<file path="src/rtl/trg_pkg.sv">
package trg_pkg;
  typedef enum logic [2:0] {
    MODE_OCCUR   = 3'd0,
    MODE_LONGER  = 3'd1,
    MODE_SHORTER = 3'd2,
    MODE_START   = 3'd3,
    MODE_END     = 3'd4,
    MODE_SETUP   = 3'd5,
    MODE_HOLD    = 3'd6
  } trg_mode_e;

  localparam logic [2:0] TERM_LOW  = 3'd1;
  localparam logic [2:0] TERM_HIGH = 3'd2;
  localparam logic [2:0] TERM_RISE = 3'd3;
  localparam logic [2:0] TERM_FALL = 3'd4;
endpackage

</file>
<file path="src/rtl/trg_term_match.sv">
module trg_term_match #(
  parameter int NT = 17
) (
  input  logic [NT-1:0]   cur,
  input  logic [NT-1:0]   prev,
  input  logic            have_prev,
  input  logic [3*NT-1:0] terms,
  output logic            match
);
  import trg_pkg::*;
  logic [NT-1:0] ok;

  for (genvar i = 0; i < NT; i++) begin : g_term
    always_comb begin
      unique case (terms[3*i +: 3])
        TERM_LOW:  ok[i] = ~cur[i];
        TERM_HIGH: ok[i] = cur[i];
        TERM_RISE: ok[i] = have_prev & ~prev[i] & cur[i];
        TERM_FALL: ok[i] = have_prev & prev[i] & ~cur[i];
        default:   ok[i] = 1'b1;
      endcase
    end
  end

  assign match = &ok;
endmodule

</file>
<file path="src/rtl/trg_run_track.sv">
module trg_run_track #(
  parameter int TW = 8
) (
  input  logic          clk,
  input  logic          rst_n,
  input  logic          adv,
  input  logic          match,
  input  logic [TW-1:0] cfg_time,
  output logic          start_hit,
  output logic          end_hit,
  output logic          long_hit,
  output logic          short_hit
);
  localparam int CW = TW + 1;
  localparam logic [CW-1:0] CMAX = '1;

  logic [CW-1:0] run_q;
  logic          in_run;

  assign in_run    = (run_q != '0);
  assign start_hit = match & ~in_run;
  assign end_hit   = ~match & in_run;
  assign long_hit  = match & (run_q == {1'b0, cfg_time});
  assign short_hit = ~match & in_run & (run_q <= {1'b0, cfg_time});

  always_ff @(posedge clk) begin
    if (!rst_n) begin
      run_q <= '0;
    end else if (adv) begin
      if (!match)            run_q <= '0;
      else if (run_q != CMAX) run_q <= run_q + 1'b1;
    end
  end
endmodule

</file>
<file path="src/rtl/trg_window.sv">
module trg_window #(
  parameter int WW = 4
) (
  input  logic          clk,
  input  logic          rst_n,
  input  logic          adv,
  input  logic          chg,
  input  logic          ref_edge,
  input  logic [WW-1:0] cfg_setup,
  input  logic [WW-1:0] cfg_hold,
  output logic          setup_hit,
  output logic          hold_hit
);
  localparam int SW = WW + 1;
  localparam logic [SW-1:0] SMAX = '1;

  logic [SW-1:0] since_q, since_now;
  logic [WW-1:0] hold_q;

  always_comb begin
    if (chg)                 since_now = '0;
    else if (since_q != SMAX) since_now = since_q + 1'b1;
    else                     since_now = since_q;
  end

  assign setup_hit = ref_edge & (since_now < {1'b0, cfg_setup});
  assign hold_hit  = ~ref_edge & chg & (hold_q != '0);

  always_ff @(posedge clk) begin
    if (!rst_n) begin
      since_q <= SMAX;
      hold_q  <= '0;
    end else if (adv) begin
      since_q <= since_now;
      if (ref_edge)          hold_q <= cfg_hold;
      else if (hold_q != '0) hold_q <= hold_q - 1'b1;
    end
  end
endmodule

</file>
<file path="src/rtl/trg_recognizer.sv">
module trg_recognizer #(
  parameter int CH = 16,
  parameter int TW = 8,
  parameter int WW = 4,
  localparam int NT = CH + 1
) (
  input  logic            clk,
  input  logic            rst_n,
  input  logic            arm,
  input  logic            smp_valid,
  input  logic [CH-1:0]   smp_data,
  input  logic            ext_in,
  input  logic            ref_edge,
  input  logic [2:0]      cfg_mode,
  input  logic [3*NT-1:0] cfg_term,
  input  logic [TW-1:0]   cfg_time,
  input  logic [WW-1:0]   cfg_setup,
  input  logic [WW-1:0]   cfg_hold,
  output logic            trig_pulse,
  output logic            armed
);
  import trg_pkg::*;

  logic [NT-1:0] cur, prev_q;
  logic have_prev_q, match, chg, hit, fire;
  logic start_hit, end_hit, long_hit, short_hit, setup_hit, hold_hit;

  assign cur = {ext_in, smp_data};
  assign chg = have_prev_q & (smp_data != prev_q[CH-1:0]);

  trg_term_match #(.NT(NT)) u_match (
    .cur(cur), .prev(prev_q), .have_prev(have_prev_q),
    .terms(cfg_term), .match(match)
  );

  trg_run_track #(.TW(TW)) u_run (
    .clk(clk), .rst_n(rst_n), .adv(smp_valid), .match(match),
    .cfg_time(cfg_time), .start_hit(start_hit), .end_hit(end_hit),
    .long_hit(long_hit), .short_hit(short_hit)
  );

  trg_window #(.WW(WW)) u_win (
    .clk(clk), .rst_n(rst_n), .adv(smp_valid), .chg(chg),
    .ref_edge(ref_edge), .cfg_setup(cfg_setup), .cfg_hold(cfg_hold),
    .setup_hit(setup_hit), .hold_hit(hold_hit)
  );

  always_comb begin
    unique case (trg_mode_e'(cfg_mode))
      MODE_OCCUR:   hit = match;
      MODE_LONGER:  hit = long_hit;
      MODE_SHORTER: hit = short_hit;
      MODE_START:   hit = start_hit;
      MODE_END:     hit = end_hit;
      MODE_SETUP:   hit = setup_hit;
      MODE_HOLD:    hit = hold_hit;
      default:      hit = 1'b0;
    endcase
  end

  assign fire = smp_valid & armed & hit;

  always_ff @(posedge clk) begin
    if (!rst_n) begin
      prev_q      <= '0;
      have_prev_q <= 1'b0;
      trig_pulse  <= 1'b0;
      armed       <= 1'b0;
    end else begin
      if (smp_valid) begin
        prev_q      <= cur;
        have_prev_q <= 1'b1;
      end
      trig_pulse <= fire;
      armed      <= (armed & ~fire) | arm;
    end
  end
endmodule

</file>
<file path="config.mk">
export PLATFORM = sky130hd
export DESIGN_NAME = trg_recognizer
export DESIGN_NICKNAME = d
export VERILOG_FILES = /design/src/rtl/trg_pkg.sv /design/src/rtl/trg_term_match.sv /design/src/rtl/trg_run_track.sv /design/src/rtl/trg_window.sv /design/src/rtl/trg_recognizer.sv
export SDC_FILE = /design/constraint.sdc
export NUM_CORES = 1
export LEC_CHECK = 0
export BUFFER_PORTS_ARGS = -buffer_cell sky130_fd_sc_hd__buf_2
export CAP_MARGIN = 30
export CORE_MARGIN = 5
export CORE_UTILIZATION = 53
export CTS_CLUSTER_SIZE = 30
export DETAILED_ROUTE_END_ITERATION = 6
export PLACE_DENSITY = 0.85
export SETUP_SLACK_MARGIN = 0.02
export SYNTH_ARGS = -nofsm -noshare
export SYNTH_HDL_FRONTEND = slang
export SYNTH_HIERARCHICAL = 1
export SYNTH_SLANG_ARGS = --single-unit
</file>
<file path="constraint.sdc">
create_clock -name clk -period 3.4 [get_ports clk]
set_input_delay 0.34 -clock clk [delete_from_list [all_inputs] [get_ports clk]]
set_output_delay 0.34 -clock clk [all_outputs]
set_load 0.005 [all_outputs]
</file>
# Word level (Yosys, flattened, before mapping)
# Cells that the tools add are included.
# totals
regBits	38
elab_cells	240
# classes
addsub	3
magnitude_cmp	2
n_eq_ne	79
n_mux	24
n_bitwise	118
n_reduce_logical	7
# op_table
operator	n
$eq 3x2->1 const B	36
$and 1x1->1	79
$pmux 1 s4	17
$eq 3x3->1 const B	20
$eq 3x1->1 const B	18
$not 1->1	38
$mux 9	2
$reduce_and 17->1	1
$ne 16x16->1	1
$mux 5	2
$add 9x1->9 const B	1
$eq 9x8->1	1
$le 9x8->1	1
$ne 9x9->1 const B	1
$reduce_bool 9->1	1
$mux 4	2
$pmux 1 s7	1
$add 5x1->5 const B	1
$lt 5x4->1	1
$ne 5x5->1 const B	1
$reduce_and 2->1	2
$reduce_bool 4->1	1
$sub 4x1->4 const B	1
$logic_not 3->1	1
3 further kinds	3

# Longest topological paths before layout
# Gate-level depths: netlist of the first run.
# depth
ltp_word	13
ltp_mapped	13

# Cells and area by module
# Netlist of the first run, hierarchy kept.
# by_module_without_submodules
mod	instances	cells_per_inst	area_per_inst_um2	seq_area_each_um2
trg_recognizer	1	90	968.4	400.4
trg_term_match	1	142	889.6	0.0
trg_run_track	1	88	732.0	180.2
trg_window	1	81	671.9	180.2

# Worst setup path after synthesis of the first run
# Ideal clock, no wire load.
# synth_timing
kind	register to register
startpoint	reg prev_q[14]
endpoint	reg armed
setup_time_ns	0.125
t_arrival_ns	2.489
t_required_ns	3.275
slack_ns	0.785
path_stages_with_launch	14
n_path_buf	1
synth_period_minus_slack_ns	2.615
cell_sequence	dfxtp_1 xnor2_1 nand4_1 o41a_1 buf_8 a21oi_1 ha_1 nand3_1 and4b_1 o21ai_0 a41oi_1 nand3b_1 o211a_1 o41a_1
# synth_lines
element	line	source
start, declared	trg_recognizer.sv:24	logic [NT-1:0] cur, prev_q;
start signal, assigned	trg_recognizer.sv:71	prev_q <= cur;
$ne 16x16->1	trg_recognizer.sv:29	assign chg = have_prev_q & (smp_data != prev_q[CH-1:0]);
$and 1x1->1	trg_recognizer.sv:29	
named net chg	trg_recognizer.sv:25	logic have_prev_q, match, chg, hit, fire;
$mux 5	trg_window.sv:21	if (chg) since_now = '0;
named net u_win.since_now[3]	trg_window.sv:17	logic [SW-1:0] since_q, since_now;
$lt 5x4->1	trg_window.sv:26	assign setup_hit = ref_edge & (since_now < {1'b0, cfg_setup});
$and 1x1->1	trg_window.sv:26	
named net setup_hit	trg_recognizer.sv:26	logic start_hit, end_hit, long_hit, short_hit, setup_hit, hold_hit;
$pmux 1 s7	trg_recognizer.sv:49	unique case (trg_mode_e'(cfg_mode))
$and 1x1->1	trg_recognizer.sv:61	assign fire = smp_valid & armed & hit;
$not 1->1	trg_recognizer.sv:75	armed <= (armed & ~fire) | arm;
$and 1x1->1	trg_recognizer.sv:75	
$or 1x1->1	trg_recognizer.sv:75	
end signal, assigned	trg_recognizer.sv:75	
end, declared	trg_recognizer.sv:20	output logic armed
# The timed path passes the listed nets, and every way through them passes these cells.
# A chain may end at the register's enable or synchronous reset.

# Final worst setup path of the first run
# layout_timing
startpoint	reg prev_q[2]
endpoint	reg armed
# Same word-level chain as after synthesis.

==> impl_metrics.py, run 1 <==
metrics = {
    "floorplan": {
        "rows": 28,
        "die_h_um": 88.45,
        "core-area_mm2": 0.005956,
        "die_area_mm2": 0.007823,
        "die_x_um": 88.45,
        "ioPinCount": 94,
        "initial_core_util_pct": 54.77,
    },
    "timing": {
        "drv_slew": 0,
        "finalCriticalPeriod_ps": 2913,
        "clock_skew_ps": 7.499,
        "fmax_mhz": 343.3,
        "tightest_slew_ps": 716.7,
        "setup_viol": 0,
        "final.setup.tns_ps": 0,
        "hold_violations": 0,
        "rsz0062_at_grt": "no",
        "relSlewSlack_pct": 51.72,
        "finalCritPeriodShare_pct": 85.68,
    },
    "setup_path": {
        "cp_max_fo": 11,
        "crit_chain": "xnor2_1 -> nand4_1 -> o41a_1 -> a21oi_1 -> ha_1 -> nand3_1 -> and4b_1 -> o21ai_0 -> a41oi_1 -> nand3b_1 -> o211a_1 -> o41a_1",
        "cp_top_family": "compound AO/OA/AOI/OAI gates",
        "max_stage_delay_ps": 580,
        "critPathRequiredTime_ps": 3590,
        "crit_path_top_delay_cell": "o41a_1",
        "r2r_end": "armed$_SDFF_PN0_",
        "cp.arrival_ps": 3100,
        "critPathKind": "reg2reg",
        "crit_top_cell": "o41a_1",
        "crit-reg2reg-launch": "prev_q[2]$_SDFFE_PN0P_",
        "cp-end-kind": "register",
        "cp.buffers_inverters": 0,
        "reg2reg_slack_ps": 490,
        "setup.worst_path.start_class": "register",
        "reg2reg_depth": 12,
    },
    "grt": {
        "track_usage_pct": 20.49,
        "grt_max_degree": 34,
        "grt_pass1_wl_mm": 12.91,
        "grt_pass1_vias": 3009,
        "gr-total-overflow": 0,
        "antenna_found_initial": 0,
    },
    "final_layout": {
        "final_cells": 570,
        "area_growth_syn_to_layout_pct": 18.76,
        "layout-drive-gt1-share_pct": 24.85,
        "layout.nets": 602,
        "diodes": 0,
    },
    "worst_hold_path": {
        "hold_depth": 2,
        "hold_path_startpoint": "arm",
        "hold-path-endpoint": "armed$_SDFF_PN0_",
        "hold_class": "in2reg",
    },
    "yosys": {
        "syn_area_per_cell_um2": 8.134,
        "synth-edff-count": 0,
        "synth_ff_type": "dfxtp_1",
        "synth.net_count": 509,
        "syn_inst": 401,
        "synth.distinct_cells": 60,
        "ys_seq_area_share_pct": 23.32,
        "netlist_area_mm2": 0.003262,
        "ys_async_sr_fraction_pct": 0,
        "synth-seq-cells": 38,
        "synth_warnings": 6,
    },
    "detailed_routing": {
        "drc_errors": 0,
        "vias_per_cell": 5.549,
        "via_count": 3163,
        "wirelength_mm": 7.816,
        "ant_nets": 0,
        "drt_pass1_iterations": 4,
        "drtIter0Drc": 166,
        "wl_per_cell_um": 13.71,
    },
    "pwr": {
        "p_leak_nw": 1.645,
        "power_density_mw_per_mm2": 306.3,
        "peakVddDrop_v": 0.0002246,
    },
    "place": {
        "dp_hpwl_mm": 6.217,
        "portBuffers": 93,
        "routabilityCongestion": 0.8343,
        "dp_cells": 562,
    },
    "clock_network": {
        "cts_buffers": 5,
        "cts-root-to-sink-buffers": 2,
        "cts.clk_slew.worst_paths_ps": 80,
        "postCtsSetupRepairBufs": 0,
        "htree_num_levels": 2,
        "numClockSinks": 38,
        "ctsResizeCount": 0,
        "cts_tree": "built",
        "clock_latency_ps": 290,
        "cts_root_buf": "clkbuf_8",
        "hold_buffers": 0,
    },
    "run": {
        "drv_cap": 0,
    },
    "outcome": {
        "status": "completed",
    },
}
cell families after synthesis:
| family | share of synthesized area [%] |
|---|---|
| AO/OA/AOI/OAI | 21.40 |
| buffers and inverters | 4.756 |
| flip-flops | 23.32 |
| XOR/XNOR | 5.907 |
| adder cells (fa/ha/maj) | 6.137 |
| AND/OR/NAND/NOR | 31.53 |
| multiplexers | 6.943 |
layout by cell type, fill, tap and decap left out, types with 3 or more instances in the layout:
| master | netlist | final |
|---|---|---|
| buf_2 | 4 | 93 |
| nand2_1 | 40 | 40 |
| dfxtp_1 | 38 | 38 |
| nand2b_1 | 26 | 26 |
| xnor2_1 | 22 | 22 |
| inv_1 | 22 | 22 |
| a21oi_1 | 22 | 22 |
| mux2i_1 | 20 | 20 |
| nor2b_1 | 20 | 20 |
| nor3b_1 | 18 | 18 |
| o21ai_0 | 17 | 17 |
| ha_1 | 16 | 16 |
| nor2_1 | 15 | 15 |
| o22ai_1 | 13 | 13 |
| o2bb2ai_1 | 13 | 13 |
| nand4_1 | 8 | 8 |
| nand3_1 | 8 | 8 |
| clkbuf_8 | 0 | 6 |
| or3b_2 | 6 | 6 |
| o211ai_1 | 5 | 5 |
| buf_4 | 2 | 4 |
| a22oi_1 | 4 | 4 |
| a211oi_1 | 4 | 4 |
| nor3_1 | 3 | 3 |
| o21a_1 | 3 | 3 |
| and3b_1 | 3 | 3 |
| or3_1 | 3 | 3 |
| a31oi_1 | 3 | 3 |
cells in the mapped netlist, drive strengths merged, types with 4 or more instances:
cell	number	area [um^2]
and3b	5	46.30
a21oi	22	110.1
o22ai	13	81.33
nand2b	27	176.4
xnor2	22	192.7
nor2b	20	125.1
o21ai	18	90.08
nor3	5	35.03
nand2	40	150.1
mux2i	20	200.2
dfxtp	38	760.7
nand4	9	71.32
a211oi	4	30.03
nor3b	18	135.1
nand3	8	40.04
a22oi	4	30.03
nor2	15	56.30
o211ai	5	37.54
buf	8	61.30
o2bb2ai	13	113.9
inv	22	82.58
ha	16	200.2
or3b	6	52.55
layout make-up:
cell class                 instances  area, um^2
fill                             507        2082
inverter                          22       82.58
clock inverter                     2       12.51
clock buffer                       6       82.58
sequential                        38       760.7
timing repair buffer              97       495.5
tap                               75       93.84
multi-input combinational        330        2346
sequential cells by signal (all words and copies together), names as in the netlist:
signal / flops
armed: 1
u_win/hold_q: 4
u_win/since_q: 5
have_prev_q: 1
trig_pulse: 1
u_run/run_q: 9
prev_q: 17
power by group:
part,internal [mW],total (mW),leakage [nW],switching [mW]
Clock,0.163,0.327,0.0472,0.164
Sequential,0.471,0.503,0.312,0.0321
Combinational,0.177,0.356,1.28,0.179
layer usage:
metal	vias to the layer above	global-route usage (%)	wire length [um]
met5	-	0	0
met4	0	5.769	108
met3	13	3.818	517
met2	74	36.78	3724
met1	1426	24.91	3466
li1	1650	-	-
stage by stage:
stage	hold WS, ps	util (%)	power (mW)	instance area [um^2]	setup slack (ps)
5_1_grt	286.6	65.04	1.263	3874	309.8
3_3_place_gp	472.3	63.45	0.8492	3779	508.7
4_1_cts	286.7	65.04	1.191	3874	502.0
3_5_place_dp	483.8	63.45	0.8649	3779	374.8
2_1_floorplan	451.0	-	0.7415	3262	785.5
6_report	291.1	65.04	1.187	3874	487.0
worst reg2reg max path, cell delays in order (launching register included):
cell and delay (ps):
dfxtp_1 350, xnor2_1 210, nand4_1 140, o41a_1 580
a21oi_1 190, ha_1 270, nand3_1 90, and4b_1 190
o21ai_0 90, a41oi_1 180, nand3b_1 90, o211a_1 140
o41a_1 300
how the worst max path moves through the flow:
stage	cells after the start	end	from
global route	12	armed$_SDFF_PN0_	prev_q[0]$_SDFFE_PN0P_
global placement	13	armed$_SDFF_PN0_	smp_data[14]
detailed placement	13	armed$_SDFF_PN0_	smp_data[0]
finish	12	armed$_SDFF_PN0_	prev_q[2]$_SDFFE_PN0P_
CTS	12	armed$_SDFF_PN0_	prev_q[0]$_SDFFE_PN0P_
floorplan	13	armed$_SDFF_PN0_	prev_q[14]$_SDFFE_PN0P_
Note: power is estimated with default switching activity, not from simulation.
==> run 2, diff against run 1 <==
- CORE_UTILIZATION: 53 -> 54
- CTS_BUF_LIST: default -> sky130_fd_sc_hd__clkbuf_2
- PLACE_DENSITY: 0.85 -> 0.87
==> impl_metrics.py, run 2 (synthesis gave the netlist of run 1 again) <==
metrics = {
    "timing": {
        "rsz0062_at_grt": "no",
        "final.setup.tns_ps": 0,
        "hold-worst-slack_ps": 178.6,
        "setup_viol": 0,
        "relSlewSlack_pct": 53.65,
        "drv_slew": 0,
        "clock_skew_ps": 24.60,
        "finalCritPeriodShare_pct": 87.24,
        "finalCriticalPeriod_ps": 2966,
        "fmax_mhz": 337.2,
        "hold_violations": 0,
        "tightest_slew_ps": 688.0,
    },
    "setup_path": {
        "setup.worst_path.start_class": "register",
        "reg2reg_depth": 12,
        "cp_top_family": "compound AO/OA/AOI/OAI gates",
        "cp_max_fo": 11,
        "cp.buffers_inverters": 0,
        "critPathKind": "reg2reg",
        "critPathRequiredTime_ps": 3730,
        "cp.arrival_ps": 3290,
        "cp-end-kind": "register",
        "cp.depth": 12,
        "crit_top_cell": "o41a_1",
        "crit_path_top_delay_cell": "o41a_1",
        "crit_chain": "xnor2_1 -> nand4_1 -> o41a_1 -> a21oi_1 -> ha_1 -> nand3_1 -> and4b_1 -> o21ai_0 -> a41oi_1 -> nand3b_1 -> o211a_1 -> o41a_1",
        "max_stage_delay_ps": 570,
        "reg2reg_slack_ps": 430,
    },
    "run": {
        "drv_cap": 0,
    },
    "outcome": {
        "status": "completed",
    },
    "clock_network": {
        "postCtsSetupRepairBufs": 0,
        "clock_latency_ps": 410,
        "htree_num_levels": 2,
        "cts_buffers": 5,
        "numClockSinks": 38,
        "cts.clk_slew.worst_paths_ps": 210,
        "hold_buffers": 0,
        "cts_tree": "built",
        "cts-root-to-sink-buffers": 2,
        "ctsResizeCount": 0,
        "cts_root_buf": "clkbuf_2",
    },
    "grt": {
        "met3_usage_pct": 5.080,
        "grt_max_degree": 34,
        "antenna_found_initial": 0,
        "gr-usage-met2_pct": 37.60,
        "gr-total-overflow": 0,
        "top_usage_layer": "met2",
        "grt_pass1_vias": 3180,
        "grt_pass1_wl_mm": 13.41,
        "track_usage_pct": 21.23,
        "grt_util_met1_pct": 25.00,
    },
    "final_layout": {
        "fin_area_mm2": 0.003812,
        "regMostFlops": "prev_q",
        "largest_reg_flops": 17,
        "diodes": 0,
        "fillers": 504,
        "top_regs": "prev_q (17), u_run/run_q (9), u_win/since_q (5)",
        "area_growth_syn_to_layout_pct": 16.88,
        "layout-drive-gt1-share_pct": 24.49,
        "post-route-util_pct": 64.77,
        "layout.nets": 601,
        "final_cell_mix": "93 x buf_2, 40 x nand2_1, 38 x dfxtp_1",
        "layout_commonest_cell": "buf_2",
    },
    "detailed_routing": {
        "drc_errors": 0,
        "ant_nets": 0,
        "drt_pass1_iterations": 4,
        "vias_per_cell": 5.692,
        "drtIter0Drc": 189,
        "wirelength_mm": 7.951,
        "wl_per_cell_um": 13.97,
        "via_count": 3239,
    },
    "worst_hold_path": {
        "hold_class": "in2reg",
        "hold_depth": 2,
    },
    "pwr": {
        "total_power_mw": 1.061,
        "p_leak_nw": 1.619,
        "power_density_mw_per_mm2": 278.4,
        "peakVddDrop_v": 0.0001712,
    },
    "floorplan": {
        "core-area_mm2": 0.005886,
        "die_area_mm2": 0.007695,
        "ioPinCount": 94,
        "die_x_um": 87.72,
        "initial_core_util_pct": 55.42,
        "rows": 28,
        "die_h_um": 87.72,
    },
    "place": {
        "portBuffers": 93,
        "dp_hpwl_mm": 6.351,
        "placed_cell_area_mm2": 0.003771,
        "routabilityCongestion": 0.8427,
    },
}
==> run 2: final cells by class <==
type / count / area [um^2] / share of cell area [%]
timing repair buffer: 96 / 488.0 / 12.80
clock buffer: 5 / 25.02 / 0.6564
tap: 75 / 93.84 / 2.461
multi-input combinational: 330 / 2346 / 61.54
clock inverter: 3 / 16.27 / 0.4266
sequential: 38 / 760.7 / 19.95
inverter: 22 / 82.58 / 2.166
==> run 2: routing by layer <==
metal	up-vias	wire [um]
li1	1641	-
met1	1479	3410
met2	102	3739
met3	17	657
met4	0	143
met5	-	0
==> run 2: stage by stage <==
stage,worst slack [ps],cells
after floorplan,785.5,401
after global placement,499.0,561
after detailed placement,352.1,561
after CTS,445.2,569
after global routing,236.6,569
final,434.0,569
==> run 2: worst register-to-register path, cell delays in order (launching register included) <==
cell and delay [ps]:
dfxtp_1 380, xnor2_1 200, nand4_1 120, o41a_1 570, a21oi_1 200, ha_1 270
nand3_1 100, and4b_1 200, o21ai_0 100, a41oi_1 200, nand3b_1 90, o211a_1 140
o41a_1 300
==> run 2: worst paths after layout <==
path | startpoint | to
setup reg to reg | prev_q[14]$_SDFFE_PN0P_ | armed$_SDFF_PN0_
setup / recovery | prev_q[14]$_SDFFE_PN0P_ | armed$_SDFF_PN0_
hold / removal | arm | armed$_SDFF_PN0_
hold reg to reg | u_win/hold_q[1]$_SDFFE_PN0P_ | u_win/hold_q[1]$_SDFFE_PN0P_
==> run 2: report_power, final <==
group	leakage (nW)	internal, mW	total (mW)	switching, mW
sequential	0.312	0.472	0.505	0.0334
clock	0.0264	0.0468	0.200	0.153
combinational	1.28	0.177	0.356	0.179
total	1.62	0.695	1.06	0.366
